==> config.mk <==
export PLATFORM = sky130hd
export DESIGN_NAME = nor_cmd_seq
export DESIGN_NICKNAME = d
export VERILOG_FILES = /design/src/rtl/nor_cmd_seq.sv
export SDC_FILE = /design/constraint.sdc
export NUM_CORES = 1
export LEC_CHECK = 0
export ABC_AREA = 1
export CAP_MARGIN = 20
export CORE_UTILIZATION = 55
export CTS_CLUSTER_SIZE = 8
export DETAILED_ROUTE_END_ITERATION = 16
export DONT_BUFFER_PORTS = 1
export PLACE_DENSITY_LB_ADDON = 0.25
export SLEW_MARGIN = 20
export SYNTH_ARGS = -nofsm -noshare
export SYNTH_HDL_FRONTEND = slang
export SYNTH_SLANG_ARGS = --single-unit
==> constraint.sdc <==
create_clock -name clk -period 3.03 [get_ports clk]
set_input_delay 0.303 -clock clk [delete_from_list [all_inputs] [get_ports clk]]
set_output_delay 0.303 -clock clk [all_outputs]
set_load 0.05 [all_outputs]
==> src/rtl/nor_cmd_seq.sv <==
module nor_cmd_seq #(
  parameter int AW = 16,
  parameter int UW = 11
) (
  input  logic          clk,
  input  logic          rst_n,
  input  logic          wr_en,
  input  logic [AW-1:0] wr_addr,
  input  logic [7:0]    wr_data,
  input  logic [UW-1:0] unlock_a0,
  input  logic [UW-1:0] unlock_a1,
  input  logic          erase_open,
  input  logic          erase_done,
  input  logic [7:0]    rd_idx,
  input  logic [15:0]   arr_q,
  input  logic [15:0]   id0,
  input  logic [15:0]   id1,
  input  logic [15:0]   id2,
  input  logic [15:0]   id3,
  output logic [1:0]    rd_mode,
  output logic [15:0]   id_q,
  output logic          prog_stb,
  output logic [AW-1:0] prog_addr,
  output logic [7:0]    prog_data,
  output logic          chip_erase_stb,
  output logic          sect_erase_stb,
  output logic [AW-1:0] sect_addr
);

  localparam logic [UW-1:0] CFI_WORD = UW'(8'h55);

  typedef enum logic [3:0] {
    ST_READ, ST_UNL1, ST_CMD, ST_AUTO, ST_PROG, ST_EU0, ST_EU1,
    ST_ECMD, ST_CHIP, ST_SECT, ST_CFI, ST_CFIA
  } st_t;

  st_t  st, st_n;
  logic byp, byp_n, p_n, c_n, s_n;

  wire [UW-1:0] wa   = wr_addr[UW-1:0];
  wire          hit0 = (wa == unlock_a0);
  wire          hit1 = (wa == unlock_a1);
  wire          cfik = (wa == CFI_WORD) && (wr_data == 8'h98);
  wire          busy = (st == ST_PROG) || (st == ST_CHIP) || (st == ST_SECT);

  always_comb begin
    st_n  = st;
    byp_n = byp;
    p_n   = 1'b0;
    c_n   = 1'b0;
    s_n   = 1'b0;
    if (erase_done && (st == ST_CHIP || st == ST_SECT)) begin
      st_n = byp ? ST_CMD : ST_READ;
    end else if (wr_en) begin
      if (wr_data == 8'hF0 && !busy) begin
        if (st == ST_CFIA) st_n = ST_AUTO;
        else begin st_n = ST_READ; byp_n = 1'b0; end
      end else begin
        st_n  = ST_READ;
        byp_n = 1'b0;
        case (st)
          ST_READ, ST_EU0: begin
            if (cfik) st_n = ST_CFI;
            else if (hit0 && wr_data == 8'hAA) begin
              st_n  = (st == ST_READ) ? ST_UNL1 : ST_EU1;
              byp_n = byp;
            end
          end
          ST_UNL1, ST_EU1: begin
            if (hit1 && wr_data == 8'h55) begin
              st_n  = (st == ST_UNL1) ? ST_CMD : ST_ECMD;
              byp_n = byp;
            end
          end
          ST_CMD: begin
            if (byp || hit0) begin
              byp_n = byp;
              case (wr_data)
                8'h20:   begin st_n = ST_CMD; byp_n = 1'b1; end
                8'h80:   st_n = ST_EU0;
                8'h90:   st_n = ST_AUTO;
                8'hA0:   st_n = ST_PROG;
                default: begin st_n = ST_READ; byp_n = 1'b0; end
              endcase
            end
          end
          ST_AUTO: begin
            if (!(byp && wr_data == 8'h00) && cfik) begin
              st_n  = ST_CFIA;
              byp_n = byp;
            end
          end
          ST_PROG: begin
            p_n   = 1'b1;
            st_n  = byp ? ST_CMD : ST_READ;
            byp_n = byp;
          end
          ST_ECMD: begin
            if (wr_data == 8'h10 && hit0) begin
              st_n = ST_CHIP; c_n = 1'b1; byp_n = byp;
            end else if (wr_data == 8'h30) begin
              st_n = ST_SECT; s_n = 1'b1; byp_n = byp;
            end
          end
          ST_CHIP: begin
            st_n  = st;
            byp_n = byp;
          end
          ST_SECT: begin
            st_n  = st;
            byp_n = byp;
            if (erase_open) begin
              if (wr_data == 8'h30) s_n = 1'b1;
              else begin st_n = ST_READ; byp_n = 1'b0; end
            end
          end
          default: ;
        endcase
      end
    end
  end

  always_ff @(posedge clk) begin
    if (!rst_n) begin
      st             <= ST_READ;
      byp            <= 1'b0;
      prog_stb       <= 1'b0;
      chip_erase_stb <= 1'b0;
      sect_erase_stb <= 1'b0;
      prog_addr      <= '0;
      prog_data      <= '0;
      sect_addr      <= '0;
    end else begin
      st             <= st_n;
      byp            <= byp_n;
      prog_stb       <= p_n;
      chip_erase_stb <= c_n;
      sect_erase_stb <= s_n;
      if (p_n) begin
        prog_addr <= wr_addr;
        prog_data <= wr_data & arr_q[7:0];
      end
      if (s_n) sect_addr <= wr_addr;
    end
  end

  always_comb begin
    case (st)
      ST_AUTO:                   rd_mode = 2'd1;
      ST_PROG, ST_CHIP, ST_SECT: rd_mode = 2'd2;
      ST_CFI, ST_CFIA:           rd_mode = 2'd3;
      default:                   rd_mode = 2'd0;
    endcase
  end

  always_comb begin
    case (rd_idx)
      8'h00:   id_q = id0;
      8'h01:   id_q = id1;
      8'h02:   id_q = 16'h0000;
      8'h0E:   id_q = (id2 == 16'h00FF) ? arr_q : id2;
      8'h0F:   id_q = (id3 == 16'h00FF) ? arr_q : id3;
      default: id_q = arr_q;
    endcase
  end


  strobe_onehot_chk: assert property (@(posedge clk) disable iff (!rst_n)
    $onehot0({prog_stb, chip_erase_stb, sect_erase_stb}));


  prog_ret_chk: assert property (@(posedge clk) disable iff (!rst_n)
    prog_stb |-> rd_mode == 2'd0);


  erase_mode_chk: assert property (@(posedge clk) disable iff (!rst_n)
    (chip_erase_stb || sect_erase_stb) |-> rd_mode == 2'd2);


  cfi_exit_chk: assert property (@(posedge clk) disable iff (!rst_n)
    (rd_mode == 2'd3 && wr_en) |=> rd_mode != 2'd3);


  quiet_chk: assert property (@(posedge clk) disable iff (!rst_n)
    (!wr_en && !erase_done) |=> $stable(rd_mode));

endmodule

# Word level (Yosys, flattened, before mapping)
# Cells that the tools add are included.
[totals]
inputBits = 139
reg_bits = 48
out_inout_bits = 61
word_cells = 127
[op_classes]
bitwise = 5
mux = 46
reduce_logical = 27
n_eq_ne = 41
[op_table]
columns = ["operator", "count"]
rows = [
  ["one-hot mux 16 bit (5 select lines)", 1],
  ["== test 8 bit, second input constant", 6],
  ["two-way mux 4 bit", 9],
  ["== test 16 x 8 -> 1 bit, second input constant", 2],
  ["two-way mux 16 bit", 2],
  ["one-hot mux 4 bit (8 select lines)", 1],
  ["== test 11 bit", 2],
  ["two-way mux 1 bit", 21],
  ["== test 4 x 3 -> 1 bit, second input constant", 4],
  ["== test 4 bit, second input constant", 4],
  ["== test 8 x 4 -> 1 bit, second input constant", 2],
  ["== test 8 x 6 -> 1 bit, second input constant", 2],
  ["zero test 8 bit", 2],
  ["two-way mux 3 bit", 5],
  ["!= test 4 bit, second input constant", 3],
  ["one-hot mux 3 bit (4 select lines)", 1],
  ["== test 11 x 7 -> 1 bit, second input constant", 1],
  ["AND reduction 10 bit", 1],
  ["!= test 3 bit, second input constant", 3],
  ["AND 8 bit", 1],
  ["== test 4 x 2 -> 1 bit, second input constant", 2],
  ["== test 8 x 1 -> 1 bit, second input constant", 1],
  ["== test 8 x 2 -> 1 bit, second input constant", 1],
  ["== test 8 x 5 -> 1 bit, second input constant", 1],
  ["other kinds (21)", 41],
]

# Logic depth before layout (Yosys ltp)
# Gate-level depths: netlist of run 1.
[depth]
depth_word = 9
depth_mapped = 14
ltp_nobuf = 14

# Least setup slack after synthesis of run 1
# OpenSTA, ideal clock, no wires.
[synth_path]
kind = "input port to output port"
startpoint = "input port rd_idx[5]"
endpoint = "output port id_q[2]"
path_slack_ns = 0.979
path_stages = 8
required_time_ns = 2.727
n_path_buf = 2
arrival_ns = 1.748
path_cell_list = "nor4_4 -> buf_4 -> nand3_1 -> inv_2 -> buf_4 -> nand2_1 -> o21ai_1 -> o22a_1"
[synth_between]
elab_chain_len = 2
word_cells_on_any_way = 6
classes_between = "4 x eq/ne; 1 x mux; 1 x reduce/logical"
[synth_lines]
columns = ["element", "line", "rtl"]
rows = [
  ["start, declared", "14", "input logic [7:0] rd_idx,"],
  ["== test 8 x 4 -> 1 bit (tied with other cells)", "157", "case (rd_idx)"],
  ["one-hot mux 16 bit (5 select lines) (*)", "157", ""],
  ["end, declared", "21", "output logic [15:0] id_q,"],
]
# Mark *: on every way between the ends. The rest lies on a longest branch, timed or not.

# Worst setup path in the final report of run 1
[layout_path]
startpoint = "input port rd_idx[5]"
endpoint = "output port id_q[7]"
# Same word-level chain as after synthesis.

==> results.cfg, run 1 <==
[worst_setup_path]
path_delay_family = simple AND/OR/NAND/NOR gates
max_stage_delay_ps = 570
worst-endpoint-required_ps = 2730
end_kind = output port
cp.buffers_inverters = 2
cp_slowest_cell = nor2_2
crit_start = rd_idx[5]
worstPathMaxFanout = 16
cp-start-kind = input pin
timing.rr.start = st[2]
crit_chain = nor4_4 -> nand2_1 -> nor2_2 -> o211ai_1 -> nand3_1 -> o21ai_1 -> inv_1 -> buf_12
path_class = input pin to output port
cp.arrival_ps = 2160

[min_path]
min-delay-start = rst_n
worstHoldPathType = input pin to register

[outcome]
status = finished, final reports clean

[place]
placement.io_buffers = 0
globalplace.congestion = 0.959
dp_hpwl_um = 10400

[pwr]
swShare_pct = 29.5
clkPwrFrac_pct = 29.2
vdd_ir_drop_max_mv = 0.169
switching_power_uw = 373
p_leak_uw = 0.00196
p_seq_share_pct = 50.1
combPwrFrac_pct = 20.7
p_int_uw = 890
p_per_area_nw_per_um2 = 292

[timing]
min_period_ps = 2460
finalCritPeriodShare_pct = 81.2
relSlewSlack_pct = 42.1
setup_violations = 0
fin_tns_setup_ps = 0
worst_pin_slew_ps = 866
hold_viol_final = 0
fin_worst_skew_ps = 2.58
finalMaxSlewViolations = 0
whs_ps = 127
max_freq_ghz = 0.407
rsz0062_at_grt = no

[synthesis]
synth-simple-area-share_pct = 41.3
synth.most_common_cell = nand2_1
ys_ff_latch = 48
synthMuxAreaShare_pct = 0
synth_fa_ha_area_share_pct = 0
ys_types = 40
synth_top_family_by_area = simple AND/OR/NAND/NOR gates
synth_top_area_cell = dfxtp_1
yosysWarnings = 0
avgSynthCellArea_um2 = 5.86
ys.flop_type = dfxtp_1
ys_seq_area_share_pct = 24.7
synth_xor_area_share_pct = 0.902
synth-compound-area-share_pct = 20.6
synth_top_area_share_pct = 24.7
postSynthCellCount = 663
synth_edf_count = 0
synth_fp_nets = 802
synth_common_cells = nand2_1 (150), inv_1 (83), nor2_1 (81), nand3_1 (70), dfxtp_1 (48)
async_flop_share_pct = 0
synth_area_um2 = 3880
synth_area_leaders = dfxtp_1 (25%), nand2_1 (14%), nand3_1 (9.0%)

[clock_tree]
clock_sinks = 48
clock_latency_ps = 300
cts_setup_buffers = 0
clk_path_buf_depth = 2
root_buffer = clkbuf_8
htreeDepth = 2
ctsHoldBuffers = 0
cts_resized = 0
clkTransAtPathRegs_ps = 90
numCtsBuffers = 5
cts_tree = built

[cells_and_area]
diodes = 0
fin_nets = 807
final-seq-area_um2 = 961
multi_input_area_um2 = 2440
drive_above_1_share_pct = 10.2
fillers = 645
syn_to_final_growth_pct = 11.5

[detailed_routing]
vias_per_cell = 5.83
antenna_left = 0
drt_iter0_markers = 246
vias = 4452
firstDrtPassIters = 5
routed_wl_um = 12800
drc = 0
wl_per_cell_um = 16.7

[floorplan]
rows = 30
start_util_pct = 57.2
fp.dieH_um = 86.0
dieArea_um2 = 7400
io_pins = 200
core_um2 = 6790
die_x_um = 86.0

[global_route]
antenna_found_initial = 0
grt_max_degree = 36
grt_usage_pct = 33.8
gr-total-overflow = 0
grt_pass1_vias = 4112
grt_pass1_wl_um = 19600

[flow_run]
drv_cap = 0
## state kept, by name, summed over array words and instances, names as in the netlist
| signal | count |
|---|---|
| sect_addr | 16 |
| chip_erase_stb | 1 |
| sect_erase_stb | 1 |
| prog_data | 8 |
| prog_addr | 16 |
| st | 4 |
| prog_stb | 1 |
| byp | 1 |
## path summary, 6_finish.rpt
kind / cells past startpoint / slack [ps] / end
worst max-delay path: 8 / 570 / id_q[7]
worst min register to register: 2 / 520 / st[1]
worst min-delay path: 2 / 130 / byp
worst max register to register: 7 / 1090 / prog_addr[14]
## per-layer routing
layer / vias to the layer above / track usage (%) / wire (µm)
met5: - / 0 / 0
met4: 0 / 15.3 / 390
met3: 30 / 8.18 / 1320
met2: 250 / 55.4 / 5900
met1: 1986 / 41.8 / 5180
li1: 2186 / - / -
## cell families after synthesis
| group | after synthesis |
|---|---|
| AO/OA/AOI/OAI | 138 |
| flip-flops | 48 |
| buffers and inverters | 120 |
| AND/OR/NAND/NOR | 353 |
| XOR/XNOR | 4 |
## area by class of cell
class | count | area share (%)
timing repair buffer | 21 | 8.26
multi-input combinational | 495 | 56.4
clock buffer | 5 | 1.59
sequential | 48 | 22.2
tap | 96 | 2.77
clock inverter | 2 | 0.289
inverter | 97 | 8.46
## worst register-to-register path, stage by stage (launching register included)
cell and delay (ps):
dfxtp_1 470, inv_1 100, nor2_2 160, nand2_2 100
nor2_2 360, inv_1 380, nor2_1 190, nor2_1 60
## power by group through the flow
stage	registers (µW)	logic, µW	clock network, µW
6_report	633	262	369
2_1_floorplan	647	173	0
5_1_grt	634	281	410
3_3_place_gp	648	256	0
3_5_place_dp	648	260	0
4_1_cts	633	260	384
## cells in the final DEF (no fill, tap or decap), types with 2 or more instances in the layout
| cell type | netlist | routed |
|---|---|---|
| a211oi_1 | 3 | 2 |
| inv_2 | 12 | 12 |
| o22a_1 | 2 | 2 |
| clkbuf_8 | 0 | 5 |
| nor2_4 | 2 | 2 |
| nor2_2 | 5 | 5 |
| buf_12 | 0 | 16 |
| nor3_2 | 3 | 3 |
| a21oi_1 | 41 | 41 |
| nand3_1 | 70 | 70 |
| nand2_1 | 150 | 150 |
| o21ai_0 | 41 | 41 |
| nor4_1 | 4 | 4 |
| xnor2_1 | 3 | 3 |
| o21ai_1 | 20 | 20 |
| o211ai_1 | 24 | 24 |
| inv_1 | 83 | 83 |
| nand2_2 | 5 | 5 |
| buf_4 | 3 | 5 |
| nand4_1 | 13 | 13 |
| nor2_1 | 81 | 81 |
| a21oi_2 | 4 | 4 |
| dfxtp_1 | 48 | 48 |
| nand3b_1 | 2 | 2 |
| nor3_1 | 11 | 11 |
## through the flow
step / cells / util, % / setup slack [ps] / total power (µW) / cell area [µm²]
3_3_place_gp: 757 / 62.6 / 607 / 904 / 4250
6_report: 764 / 63.8 / 570 / 1260 / 4330
4_1_cts: 764 / 63.8 / 602 / 1280 / 4330
5_1_grt: 764 / 63.8 / 424 / 1320 / 4330
2_1_floorplan: 663 / - / 979 / 820 / 3880
3_5_place_dp: 757 / 62.6 / 612 / 908 / 4250
No activity file was read; power rests on OpenSTA's default activity.
==> run 2, diff against run 1 <==
clock period = 2.3 ns   (was 3.03 ns; I/O delays follow)
==> run 2 against run 1 <==
Effect of this change:
- sequential cell count unchanged
- critical path type unchanged
- clock power grew 71%
- sequential power is 32% higher
==> results.cfg, run 2 (synthesized netlist as in run 1, its figures left out) <==
[outcome]
status = finished, final reports clean

[floorplan]
core_um2 = 6790
die_x_um = 86.0
io_pins = 200
rows = 30
fp.dieH_um = 86.0
dieArea_um2 = 7400
start_util_pct = 57.2

[timing]
finalMaxSlewViolations = 0
relSlewSlack_pct = 60.4
fin_tns_setup_ps = 0
max_freq_ghz = 0.462
setup_violations = 0
fin_worst_skew_ps = 4.52
whs_ps = 49.2
hold_viol_final = 0
worst_pin_slew_ps = 593
finalCritPeriodShare_pct = 94.2
rsz0062_at_grt = no
min_period_ps = 2170

[place]
placement.io_buffers = 0
dp_hpwl_um = 10600
globalplace.congestion = 0.981

[cells_and_area]
final_util_pct = 65.2
fin_nets = 814
final_common_cell = nand2_1
drive_above_1_share_pct = 11.2
diodes = 0
syn_to_final_growth_pct = 14.0
largest_registers = prog_addr (16), sect_addr (16), prog_data (8)
layout_common_cells = nand2_1 (150), inv_1 (83), nor2_1 (81)

[global_route]
gr-total-overflow = 0
grt_pass1_wl_um = 19900
grt_usage_pct = 34.0
grt_max_degree = 36
grt_pass1_vias = 4170
antenna_found_initial = 0

[worst_setup_path]
worstPathMaxFanout = 11
cp.arrival_ps = 1940
worst-endpoint-required_ps = 2070
end_kind = output port
cp-start-kind = input pin
crit_chain = nor4_4 -> buf_4 -> nand3_1 -> inv_2 -> o21ai_0 -> nand3_1 -> o21ai_0 -> inv_1 -> buf_12
path_delay_family = buffers and inverters
cp_slowest_cell = nor4_4
path_class = input pin to output port
cp.buffers_inverters = 4
max_stage_delay_ps = 390

[clock_tree]
cts_tree = built
clock_latency_ps = 300
numCtsBuffers = 5
clkTransAtPathRegs_ps = 100
htreeDepth = 2
ctsHoldBuffers = 0
clock_sinks = 48
clk_path_buf_depth = 2
cts_resized = 0
root_buffer = clkbuf_8
cts_setup_buffers = 0

[detailed_routing]
vias_per_cell = 5.87
vias = 4528
drc = 0
firstDrtPassIters = 5
wl_per_cell_um = 16.6
drt_iter0_markers = 353
antenna_left = 0
routed_wl_um = 12800

[pwr]
total_power_uw = 1810
combPwrFrac_pct = 19.1
p_int_uw = 1300
clkPwrFrac_pct = 34.9
switching_power_uw = 518
p_per_area_nw_per_um2 = 409
vdd_ir_drop_max_mv = 0.246
p_leak_uw = 0.00201
swShare_pct = 28.6
p_seq_share_pct = 46.0

[min_path]
worstHoldPathType = input pin to register

[flow_run]
drv_cap = 0
run 2: through the flow:
stage	instance area (µm²)	instances	setup WS, ps
after detailed placement	4320	764	192
after CTS	4430	772	190
after global placement	4320	764	260
after floorplan	3880	663	367
final	4430	772	134
after global routing	4430	772	4.14
run 2: per-layer routing:
layer	routed length, µm	GRT usage [%]
met1	4900	39.6
met4	362	12.0
met2	5940	57.8
met3	1640	11.7
met5	0	0
run 2: power groups by stage:
stage / clock (µW) / sequential, µW / combinational, µW
floorplan: 0 / 853 / 228
global placement: 0 / 854 / 337
detailed placement: 0 / 854 / 343
CTS: 645 / 834 / 345
global route: 685 / 835 / 373
finish: 632 / 834 / 347
run 2: area by class of cell:
type / count / area [µm²]
inverter: 97 / 367
fill: 667 / 2360
clock buffer: 5 / 68.8
clock inverter: 3 / 46.3
tap: 96 / 120
sequential: 48 / 961
timing repair buffer: 28 / 423
multi-input combinational: 495 / 2440
run 2: worst paths after layout:
path / startpoint / to / slack [ps] / cells after the start
min: rst_n / byp / 50 / 2
max: rd_idx[5] / id_q[10] / 130 / 9
min reg2reg: st[1] / st[1] / 520 / 2
max reg2reg: st[3] / sect_addr[6] / 370 / 10
==> run 3, diff against run 2 <==
HOLD_SLACK_MARGIN = 0.05   (was not set)
==> run 3 against run 2 <==
Effect of this change:
- clock power about the same
- utilization up 0.29 points
- non-clock buffer count up 2
- worst setup slack about the same
- via count up 0.18%
- die area unchanged
- combinational power up 1%
- largest cell class unchanged
- highest routed layer unchanged
==> results.cfg, run 3 (synthesized netlist as in run 1, its figures left out) <==
[outcome]
status = finished, final reports clean

[worst_setup_path]
cp.depth = 9
path_delay_family = buffers and inverters
r2r-end = sect_addr[6]
timing.rr.start = st[0]
cp-start-kind = input pin
cp_slowest_cell = nor4_4
crit_chain = nor4_4 -> buf_4 -> nand3_1 -> inv_2 -> o21ai_0 -> nand3_1 -> o21ai_0 -> inv_1 -> buf_12
worstPathMaxFanout = 11
cp.buffers_inverters = 4
cp.arrival_ps = 1940
worst-endpoint-required_ps = 2070
max_stage_delay_ps = 390
r2r_slack_ps = 350
end_kind = output port
path_class = input pin to output port
r2r.worst_path.cells = 9

[min_path]
hold_path_depth = 2
min-delay-start = wr_addr[14]
hold_path_end = prog_addr[14]
worstHoldPathType = input pin to register

[global_route]
grt_usage_pct = 34.2
grt_pass1_vias = 4184
gr-total-overflow = 0
grt_pass1_wl_um = 20000
antenna_found_initial = 0
grt_max_degree = 33

[timing]
fin_worst_skew_ps = 3.90
hold_viol_final = 0
max_freq_ghz = 0.462
relSlewSlack_pct = 61.0
worst_pin_slew_ps = 585
setup_violations = 0
fin_ws_ps = 134
min_period_ps = 2170
finalMaxSlewViolations = 0
whs_ps = 58.7
finalCritPeriodShare_pct = 94.2
rsz0062_at_grt = no
fin_tns_setup_ps = 0

[flow_run]
drv_cap = 0

[pwr]
combPwrFrac_pct = 19.3
vdd_ir_drop_max_mv = 0.246
p_int_uw = 1300
p_per_area_nw_per_um2 = 409
p_seq_share_pct = 45.9
clkPwrFrac_pct = 34.8
swShare_pct = 28.7
total_power_uw = 1820
p_leak_uw = 0.00202
switching_power_uw = 522

[floorplan]
core_um2 = 6790
start_util_pct = 57.2
die_x_um = 86.0
fp.dieH_um = 86.0
dieArea_um2 = 7400
io_pins = 200
rows = 30

[clock_tree]
htreeDepth = 2
clock_sinks = 48
clkTransAtPathRegs_ps = 90
ctsHoldBuffers = 1
root_buffer = clkbuf_8
cts_tree = built
clk_path_buf_depth = 2
cts_setup_buffers = 0
numCtsBuffers = 5
cts_resized = 0
clock_latency_ps = 300

[detailed_routing]
antenna_left = 0
vias = 4536
drc = 0
drt_iter0_markers = 316
routed_wl_um = 13000
wl_per_cell_um = 16.8
firstDrtPassIters = 5
vias_per_cell = 5.86

[cells_and_area]
layout_common_cells = nand2_1 (150), inv_1 (83), nor2_1 (81)
diodes = 0
final_common_cell = nand2_1
final_util_pct = 65.5
drive_above_1_share_pct = 11.2
fin_nets = 816
syn_to_final_growth_pct = 14.6
largest_registers = prog_addr (16), sect_addr (16), prog_data (8)

[place]
placement.io_buffers = 0
dp_hpwl_um = 10600
dp_slack_ps = 192
globalplace.congestion = 0.981
-- run 3: final cells by class --
type,count,area (µm²)
clock buffers,5,68.8
clock inverters,3,46.3
fillers,666,2340
inverters,97,367
multi-input cells,495,2440
flip-flops and latches,48,961
well taps,96,120
repair buffers,30,443
-- run 3: worst max path at each step --
stage	endpoint	slack (ps)	startpoint
floorplan	rd_mode[0]	370	st[3]
global placement	id_q[3]	260	rd_idx[5]
detailed placement	id_q[4]	190	rd_idx[5]
CTS	id_q[10]	190	rd_idx[5]
global route	id_q[9]	4	rd_idx[5]
finish	id_q[10]	130	rd_idx[5]
-- run 3: stage by stage --
stage	instances	area, µm²
floorplan	663	3880
global placement	764	4320
detailed placement	764	4320
CTS	773	4440
global route	774	4450
finish	774	4450
-- run 3: power by group through the flow --
stage          Clock (µW)  Sequential, µW  Combinational (µW)
6_report              633             835                 352
5_1_grt               685             835                 378
4_1_cts               645             834                 347
3_5_place_dp            0             854                 343
3_3_place_gp            0             854                 337
2_1_floorplan           0             853                 228
-- run 3: per-layer routing --
layer  global-route usage [%]  vias up  routed length (µm)  share of wire [%]
met5                        0        -                   0                  0
met4                     12.0        0                 320                2.5
met3                     11.7       35                1700                 13
met2                     58.2      327                6070                 47
met1                     40.0     1969                4920                 38
li1                         -     2205                   -                  -
